## config.mk

```make
export PLATFORM = sky130hd
export DESIGN_NAME = tick_timer_bank
export DESIGN_NICKNAME = d
export VERILOG_FILES = /design/src/rtl/tick_timer_pkg.sv /design/src/rtl/tick_addr_decode.sv /design/src/rtl/tick_counter.sv /design/src/rtl/tick_timer_bank.sv
export SDC_FILE = /design/constraint.sdc
export NUM_CORES = 1
export LEC_CHECK = 0
export ABC_AREA = 0
export BUFFER_PORTS_ARGS = -buffer_cell sky130_fd_sc_hd__buf_2
export CAP_MARGIN = 15
export CORE_MARGIN = 2
export CORE_UTILIZATION = 40
export DETAILED_ROUTE_END_ITERATION = 7
export GPL_TIMING_DRIVEN = 0
export HOLD_SLACK_MARGIN = 0.06
export PLACE_DENSITY_LB_ADDON = 0.1
export SYNTH_ARGS = -nofsm -noshare
export SYNTH_HDL_FRONTEND = slang
export SYNTH_HIERARCHICAL = 1
export SYNTH_SLANG_ARGS = --single-unit
```

## constraint.sdc

```tcl
create_clock -name clk -period 5.1 [get_ports clk]
set_input_delay 1.53 -clock clk [delete_from_list [all_inputs] [get_ports clk]]
set_output_delay 1.53 -clock clk [all_outputs]
set_load 0.1 [all_outputs]
```

## src/rtl/tick_timer_pkg.sv

```systemverilog
package tick_timer_pkg;

    // Word select inside one counter block (address bits [1:0])
    typedef enum logic [1:0] {
        WORD_LIMIT   = 2'd0,
        WORD_COUNT   = 2'd1,
        WORD_LIMIT_K = 2'd2,
        WORD_CTRL    = 2'd3
    } word_e;

endpackage

```

## src/rtl/tick_addr_decode.sv

```systemverilog
module tick_addr_decode
    import tick_timer_pkg::*;
#(
    parameter int N_CPU  = 2,
    parameter int ADDR_W = 4
) (
    input  logic                clk,
    input  logic                rst_n,
    input  logic                sel_i,
    input  logic                we_i,
    input  logic [ADDR_W-1:0]   addr_i,
    output logic [N_CPU:0]      wr_limit_o,
    output logic [N_CPU:0]      wr_keep_o,
    output logic [N_CPU:0]      rd_ack_o,
    output logic                wr_ctrl_o
);
    localparam int NB    = N_CPU + 1;
    localparam int BLK_W = ADDR_W - 2;

    logic [BLK_W-1:0] blk;
    word_e            word;

    assign blk  = addr_i[ADDR_W-1:2];
    assign word = word_e'(addr_i[1:0]);

    for (genvar b = 0; b < NB; b++) begin : g_blk
        logic hit;
        assign hit           = sel_i && (blk == BLK_W'(b));
        assign wr_limit_o[b] = hit &&  we_i && (word == WORD_LIMIT);
        assign wr_keep_o[b]  = hit &&  we_i && (word == WORD_LIMIT_K);
        assign rd_ack_o[b]   = hit && !we_i && (word == WORD_LIMIT);
    end

    assign wr_ctrl_o = sel_i && we_i && (blk == BLK_W'(N_CPU)) && (word == WORD_CTRL);

    // one access touches at most one register
    p_one_target_r10: assert property (@(posedge clk) disable iff (!rst_n)
        $onehot0({wr_limit_o, wr_keep_o, rd_ack_o, wr_ctrl_o}));

endmodule

```

## src/rtl/tick_counter.sv

```systemverilog
module tick_counter #(
    parameter int CNT_W = 16
) (
    input  logic             clk,
    input  logic             rst_n,
    input  logic             user_mode_i,
    input  logic             wr_limit_i,
    input  logic             wr_keep_i,
    input  logic             rd_ack_i,
    input  logic [CNT_W-1:0] wdata_i,
    output logic [CNT_W-1:0] count_o,
    output logic [CNT_W-1:0] limit_o,
    output logic             irq_o
);
    typedef struct packed {
        logic [CNT_W-1:0] count;
        logic [CNT_W-1:0] limit;
        logic             irq;
    } cnt_st_t;

    cnt_st_t st_d, st_q;
    logic    match;
    logic    stopped;

    always_comb begin
        match   = !user_mode_i && (st_q.limit != '0) && (st_q.count == st_q.limit);
        stopped = !user_mode_i && (st_q.limit == '0);
        st_d    = st_q;

        if (match)
            st_d.count = '0;
        else if (!stopped)
            st_d.count = st_q.count + 1'b1;

        if (rd_ack_i)
            st_d.irq = 1'b0;
        if (match)
            st_d.irq = 1'b1;

        if (wr_limit_i) begin
            st_d.limit = wdata_i;
            st_d.count = '0;
        end else if (wr_keep_i) begin
            st_d.limit = wdata_i;
        end
    end

    always_ff @(posedge clk) begin
        if (!rst_n)
            st_q <= '0;
        else
            st_q <= st_d;
    end

    assign count_o = st_q.count;
    assign limit_o = st_q.limit;
    assign irq_o   = st_q.irq;

    p_wrap_r2: assert property (@(posedge clk) disable iff (!rst_n)
        match && !wr_limit_i |=> irq_o && (count_o == '0));

    p_ack_clears_r3: assert property (@(posedge clk) disable iff (!rst_n)
        irq_o && rd_ack_i && !match |=> !irq_o);

    p_hold_r3: assert property (@(posedge clk) disable iff (!rst_n)
        irq_o && !rd_ack_i |=> irq_o);

    p_match_wins_r4: assert property (@(posedge clk) disable iff (!rst_n)
        match && rd_ack_i |=> irq_o);

    p_restart_r5: assert property (@(posedge clk) disable iff (!rst_n)
        wr_limit_i |=> (count_o == '0) && (limit_o == $past(wdata_i)) && (irq_o == $past(irq_o || match)));

    p_keep_r6: assert property (@(posedge clk) disable iff (!rst_n)
        wr_keep_i && !wr_limit_i && !rd_ack_i |=> (limit_o == $past(wdata_i)) && (irq_o == $past(irq_o || match)));

    p_stopped_r7: assert property (@(posedge clk) disable iff (!rst_n)
        !user_mode_i && (limit_o == '0) && !wr_limit_i |=> $stable(count_o));

    p_user_quiet_r9: assert property (@(posedge clk) disable iff (!rst_n)
        user_mode_i && !irq_o |=> !irq_o);

endmodule

```

## src/rtl/tick_timer_bank.sv

```systemverilog
module tick_timer_bank
    import tick_timer_pkg::*;
#(
    parameter int N_CPU  = 2,
    parameter int CNT_W  = 16,
    parameter int DATA_W = 32
) (
    input  logic                           clk,
    input  logic                           rst_n,
    input  logic                           bus_sel,
    input  logic                           bus_we,
    input  logic [$clog2(N_CPU+1)+1:0]     bus_addr,
    input  logic [DATA_W-1:0]              bus_wdata,
    output logic [DATA_W-1:0]              bus_rdata,
    output logic [N_CPU-1:0]               cpu_irq,
    output logic                           sys_irq
);
    localparam int NB     = N_CPU + 1;
    localparam int BLK_W  = $clog2(N_CPU + 1);
    localparam int ADDR_W = BLK_W + 2;

    typedef struct packed {
        logic [N_CPU-1:0]  mode;
        logic [DATA_W-1:0] rdata;
    } top_st_t;

    top_st_t st_d, st_q;

    logic [N_CPU:0]   wr_limit, wr_keep, rd_ack;
    logic             wr_ctrl;
    logic [CNT_W-1:0] cnt_v [NB];
    logic [CNT_W-1:0] lim_v [NB];
    logic [NB-1:0]    irq_v;

    tick_addr_decode #(.N_CPU(N_CPU), .ADDR_W(ADDR_W)) u_dec (
        .clk        (clk),
        .rst_n      (rst_n),
        .sel_i      (bus_sel),
        .we_i       (bus_we),
        .addr_i     (bus_addr),
        .wr_limit_o (wr_limit),
        .wr_keep_o  (wr_keep),
        .rd_ack_o   (rd_ack),
        .wr_ctrl_o  (wr_ctrl)
    );

    for (genvar b = 0; b < NB; b++) begin : g_cnt
        logic user;
        if (b < N_CPU) begin : g_cpu
            assign user = st_q.mode[b];
        end else begin : g_sys
            assign user = 1'b0;
        end

        tick_counter #(.CNT_W(CNT_W)) u_cnt (
            .clk         (clk),
            .rst_n       (rst_n),
            .user_mode_i (user),
            .wr_limit_i  (wr_limit[b]),
            .wr_keep_i   (wr_keep[b]),
            .rd_ack_i    (rd_ack[b]),
            .wdata_i     (bus_wdata[CNT_W-1:0]),
            .count_o     (cnt_v[b]),
            .limit_o     (lim_v[b]),
            .irq_o       (irq_v[b])
        );
    end

    always_comb begin
        st_d       = st_q;
        st_d.rdata = '0;
        if (wr_ctrl)
            st_d.mode = bus_wdata[N_CPU-1:0];
        if (bus_sel && !bus_we) begin
            for (int b = 0; b < NB; b++) begin
                if (bus_addr[ADDR_W-1:2] == BLK_W'(b)) begin
                    unique case (word_e'(bus_addr[1:0]))
                        WORD_LIMIT, WORD_LIMIT_K: st_d.rdata = DATA_W'(lim_v[b]);
                        WORD_COUNT:               st_d.rdata = DATA_W'(cnt_v[b]);
                        WORD_CTRL:                st_d.rdata = (b == N_CPU) ? DATA_W'(st_q.mode) : '0;
                        default:                  st_d.rdata = '0;
                    endcase
                end
            end
        end
    end

    always_ff @(posedge clk) begin
        if (!rst_n)
            st_q <= '0;
        else
            st_q <= st_d;
    end

    assign bus_rdata = st_q.rdata;
    assign cpu_irq   = irq_v[N_CPU-1:0];
    assign sys_irq   = irq_v[N_CPU];

    p_rdata_idle_r10: assert property (@(posedge clk) disable iff (!rst_n)
        !(bus_sel && !bus_we) |=> (bus_rdata == '0));

    p_mode_write_r9: assert property (@(posedge clk) disable iff (!rst_n)
        wr_ctrl |=> (st_q.mode == $past(bus_wdata[N_CPU-1:0])));

endmodule

```

==> results.md <==
* Status: finished clean
* Die ar. at 16700 µm²
* Residual DRC at 0
* Die Span X at 129 µm
* Hold crit path type: flip-flop to flip-flop
* Leak Pwr at 2.82 nW
* Wire per inst at 18.0 µm
* Seq/Total Area, Yosys at 37.4%
* Reg clk slew, reported paths at 0.06 ns
* Nets at 871
* Setup TNS at 0 ns
* Most frequent cells in the layout: nand2_1, dfxtp_1, nor2_1
* Ratio of total power to cell area at 353 nW/µm²
* Post-Syn Area at 6270 µm²
* CTS Buffer Depth at 2
* Max-slew violations at 0
* VDD IR max at 0.239 mV
* Layout area overhead at 19.5%
* Crit-path most repeated cell: clkbuf_1
* Post-synth EDFFs at 0
* Clock root buffer: clkbuf_16
* First-pass DRT Iterations at 5
* Initial antenna violation count at 0
* Relative slew margins at 54.1%
* Synthesis Warnings at 6
* Post-DP HPWL at 14500 µm
* Clock Skew at 0.0101 ns
* Largest net degree at the start of global routing at 31
* CTS Sinks at 117
* Htree depth at 4
* Pwr Total at 0.00264 W
* Clk Latency, worst-skew pair at 0.42 ns
* ANT nets after route at 0
* Highest metal used: met4
* Initial core utilization at 41.1%
* Adder-Cell Fraction of Synth Area at 0.599%
* Met3 wire len at 1170 µm
* # diodes at 0
* CP startpoint kind: input pin
* CP max FO at 10
* Global route total overflow at 0
* # rows at 45
* R2r setup slk at 2.92 ns
* Gp weighted congestion at 0.933
* FF-to-FF Start: g_cnt[1].u_cnt/limit_o[12]
* Reg2reg end: g_cnt[1].u_cnt/count_o[2]
* # IOs at 75
* Post-CTS Setup Repair Bufs at 0
* Die H at 129 µm
* Critical path type: input pin to flip-flop
* Worst path arrival time at 3.65 ns
* Core Box Area at 15300 µm²
* Vias in the first global route at 5266
* Hold Path Stages at 2
* Critical path, cell by cell: buf_2 -> or3_4 -> nor3_1 -> or2_2 -> clkbuf_1 -> clkbuf_1 -> nand2_1 -> a21boi_0
* Part of the cycle the worst path needs at 64.9%
* Pin slew with the least headroom to its limit at 0.686 ns
* CTS tree: yes
* Post-synthesis xor/xnor area fraction at 13.0%
* Simple-gate share of the synthesized area at 21.7%
* Post-synthesis compound-gate area fraction at 18.7%
* Post-synthesis register bit count at 117
* WL met1 at 9420 µm
* Post-synthesis mux area share at 3.19%
* Hold EP: g_cnt[1].u_cnt/irq_o
* Share of layout cells above drive strength 1 at 13.7%
* Top FF cell, synth: dfxtp_1
* Fillers at 1493
* All-Layer GR Usage at 23.3%
* Most common cell after layout, fill and taps aside: nand2_1
* Hold Path Origin: g_cnt[1].u_cnt/irq_o
* Final setup viols at 0
* Fmax at 302 MHz
* Cts bufs inserted at 17
* RSZ-0062 raised after global routing: false
* Final min period at 3.31 ns
* Post-synthesis average cell area at 8.35 µm²
* Hold Fails Final Rpt at 0
* Worst EP required at 5.44 ns
* R2R depth at 6
* Metal2 WL at 7900 µm
* Crit-path slowest cell: or3_4
* Maxcap violations at 0
* Port Buffer Count at 42
* Asr flop ratio synth at 0%
* Post-CTS sizing at 0
* Via count at 5739
* CP Capture Type: flip-flop
* Largest family of logic cells by synthesized area: simple AND/OR/NAND/NOR gates
* Crit path launch: bus_addr[1]
* Gate Count Post-Synth at 751
* Routed Wire Length at 19000 µm
* Synth unique cells at 44
* Largest stage delay, worst path at 0.43 ns
* 1st-iter DRT viols at 413
* Drt via density at 5.46
* CTS Hold Bufs at 0
* Global-route wire length before repair at 29400 µm
## worst max-delay path, delay by kind of cell
kind / cells / cell delay, ns
buffers and inverters: 3 / 0.88
AOI/OAI and AO/OA: 1 / 0.18
and+or+nand+nor: 4 / 1.05
## cell usage after synthesis (3+ instances only)
cell       number  area share (%)
ha_1            3            0.60
o2111ai_1      12             1.7
o31ai_4         3             1.0
a21oi_1        13             1.0
o21ai_0        27             2.2
clkbuf_2        3            0.24
and3_1          6            0.60
or2_2           3            0.30
nor2_1         68             4.1
xnor2_1        27             3.8
buf_2           4            0.32
o221ai_1        4            0.56
buf_4          19             2.3
a221oi_1        4            0.56
clkbuf_1       27             1.6
nor2b_1         7            0.70
nor4_1         32             3.2
nand3_1         9            0.72
buf_6           3            0.54
nor3_1         14             1.1
or3_1           4            0.40
or3_4           4            0.72
a22oi_1        12             1.4
xor2_1         66             9.2
a21boi_0       51             6.1
nand4_1        12             1.2
o22ai_1        10             1.0
nand2b_1        7            0.70
o211ai_1        6            0.72
a22o_1         12             1.7
mux2i_1        20             3.2
inv_1           7            0.42
nand2_1       121             7.2
dfxtp_1       117              37
## where the power goes
| part | switching [W] | internal [W] | leakage (nW) |
|---|---|---|---|
| clock network | 0.000433 | 0.000954 | 0.324 |
| registers | 0.0000284 | 0.000932 | 0.944 |
| logic | 0.000214 | 0.0000837 | 1.55 |
## through the flow
stage | instance area [µm²] | std cells | setup WS (ns) | util, % | hold WS (ns)
final | 7500 | 1052 | 1.79 | 49.1 | 0.478
after floorplan | 6330 | 767 | 2.03 | - | 0.477
after CTS | 7500 | 1052 | 1.81 | 49.1 | 0.486
after global placement | 6810 | 1020 | 1.44 | 44.6 | 0.469
after detailed placement | 6810 | 1020 | 1.38 | 44.6 | 0.479
after global routing | 7500 | 1052 | 1.64 | 49.1 | 0.517
## flip-flops by register name, indices dropped and copies added, names as in the netlist
name	flops
bus_rdata	16
g_cnt.u_cnt/count_o	48
g_cnt.u_cnt/irq_o	3
g_cnt.u_cnt/limit_o	48
g_cnt.user	2
## layer usage
metal  vias to the layer above  track usage (%)
li1                       2758                -
met1                      2736             34.0
met2                       215             34.1
met3                        30             4.75
met4                         0             8.44
met5                         -                0
## worst max path at each step
stage                            endpoint  slack (ns)  cells after the start
3_5_place_dp    g_cnt[1].u_cnt/limit_o[7]        1.38                      8
3_3_place_gp    g_cnt[1].u_cnt/limit_o[2]        1.44                      8
4_1_cts         g_cnt[1].u_cnt/limit_o[7]        1.81                      8
6_report        g_cnt[1].u_cnt/limit_o[7]        1.79                      8
2_1_floorplan  g_cnt[0].u_cnt/limit_o[10]        2.03                      7
5_1_grt         g_cnt[0].u_cnt/limit_o[9]        1.64                      8
## layout make-up
class | instances | area [µm²] | area share (%)
tap | 211 | 264 | 3.52
inverter | 8 | 30.0 | 0.401
buffer | 56 | 313 | 4.17
timing repair buffer | 42 | 210 | 2.80
clock buffer | 20 | 467 | 6.23
clock inverter | 12 | 224 | 2.99
multi-input combinational | 586 | 3650 | 48.6
sequential | 117 | 2340 | 31.2
## cell families (layout without fill, tap and decap cells)
group	after synthesis	after routing
AND/OR/NAND/NOR	293	293
AO/OA/AOI/OAI	160	160
flip-flops	117	117
XOR/XNOR	93	93
buffers and inverters	64	138
multiplexers	20	20
adder cells (fa/ha/maj)	3	3
other	1	17
No activity file was read; power rests on OpenSTA's default activity.
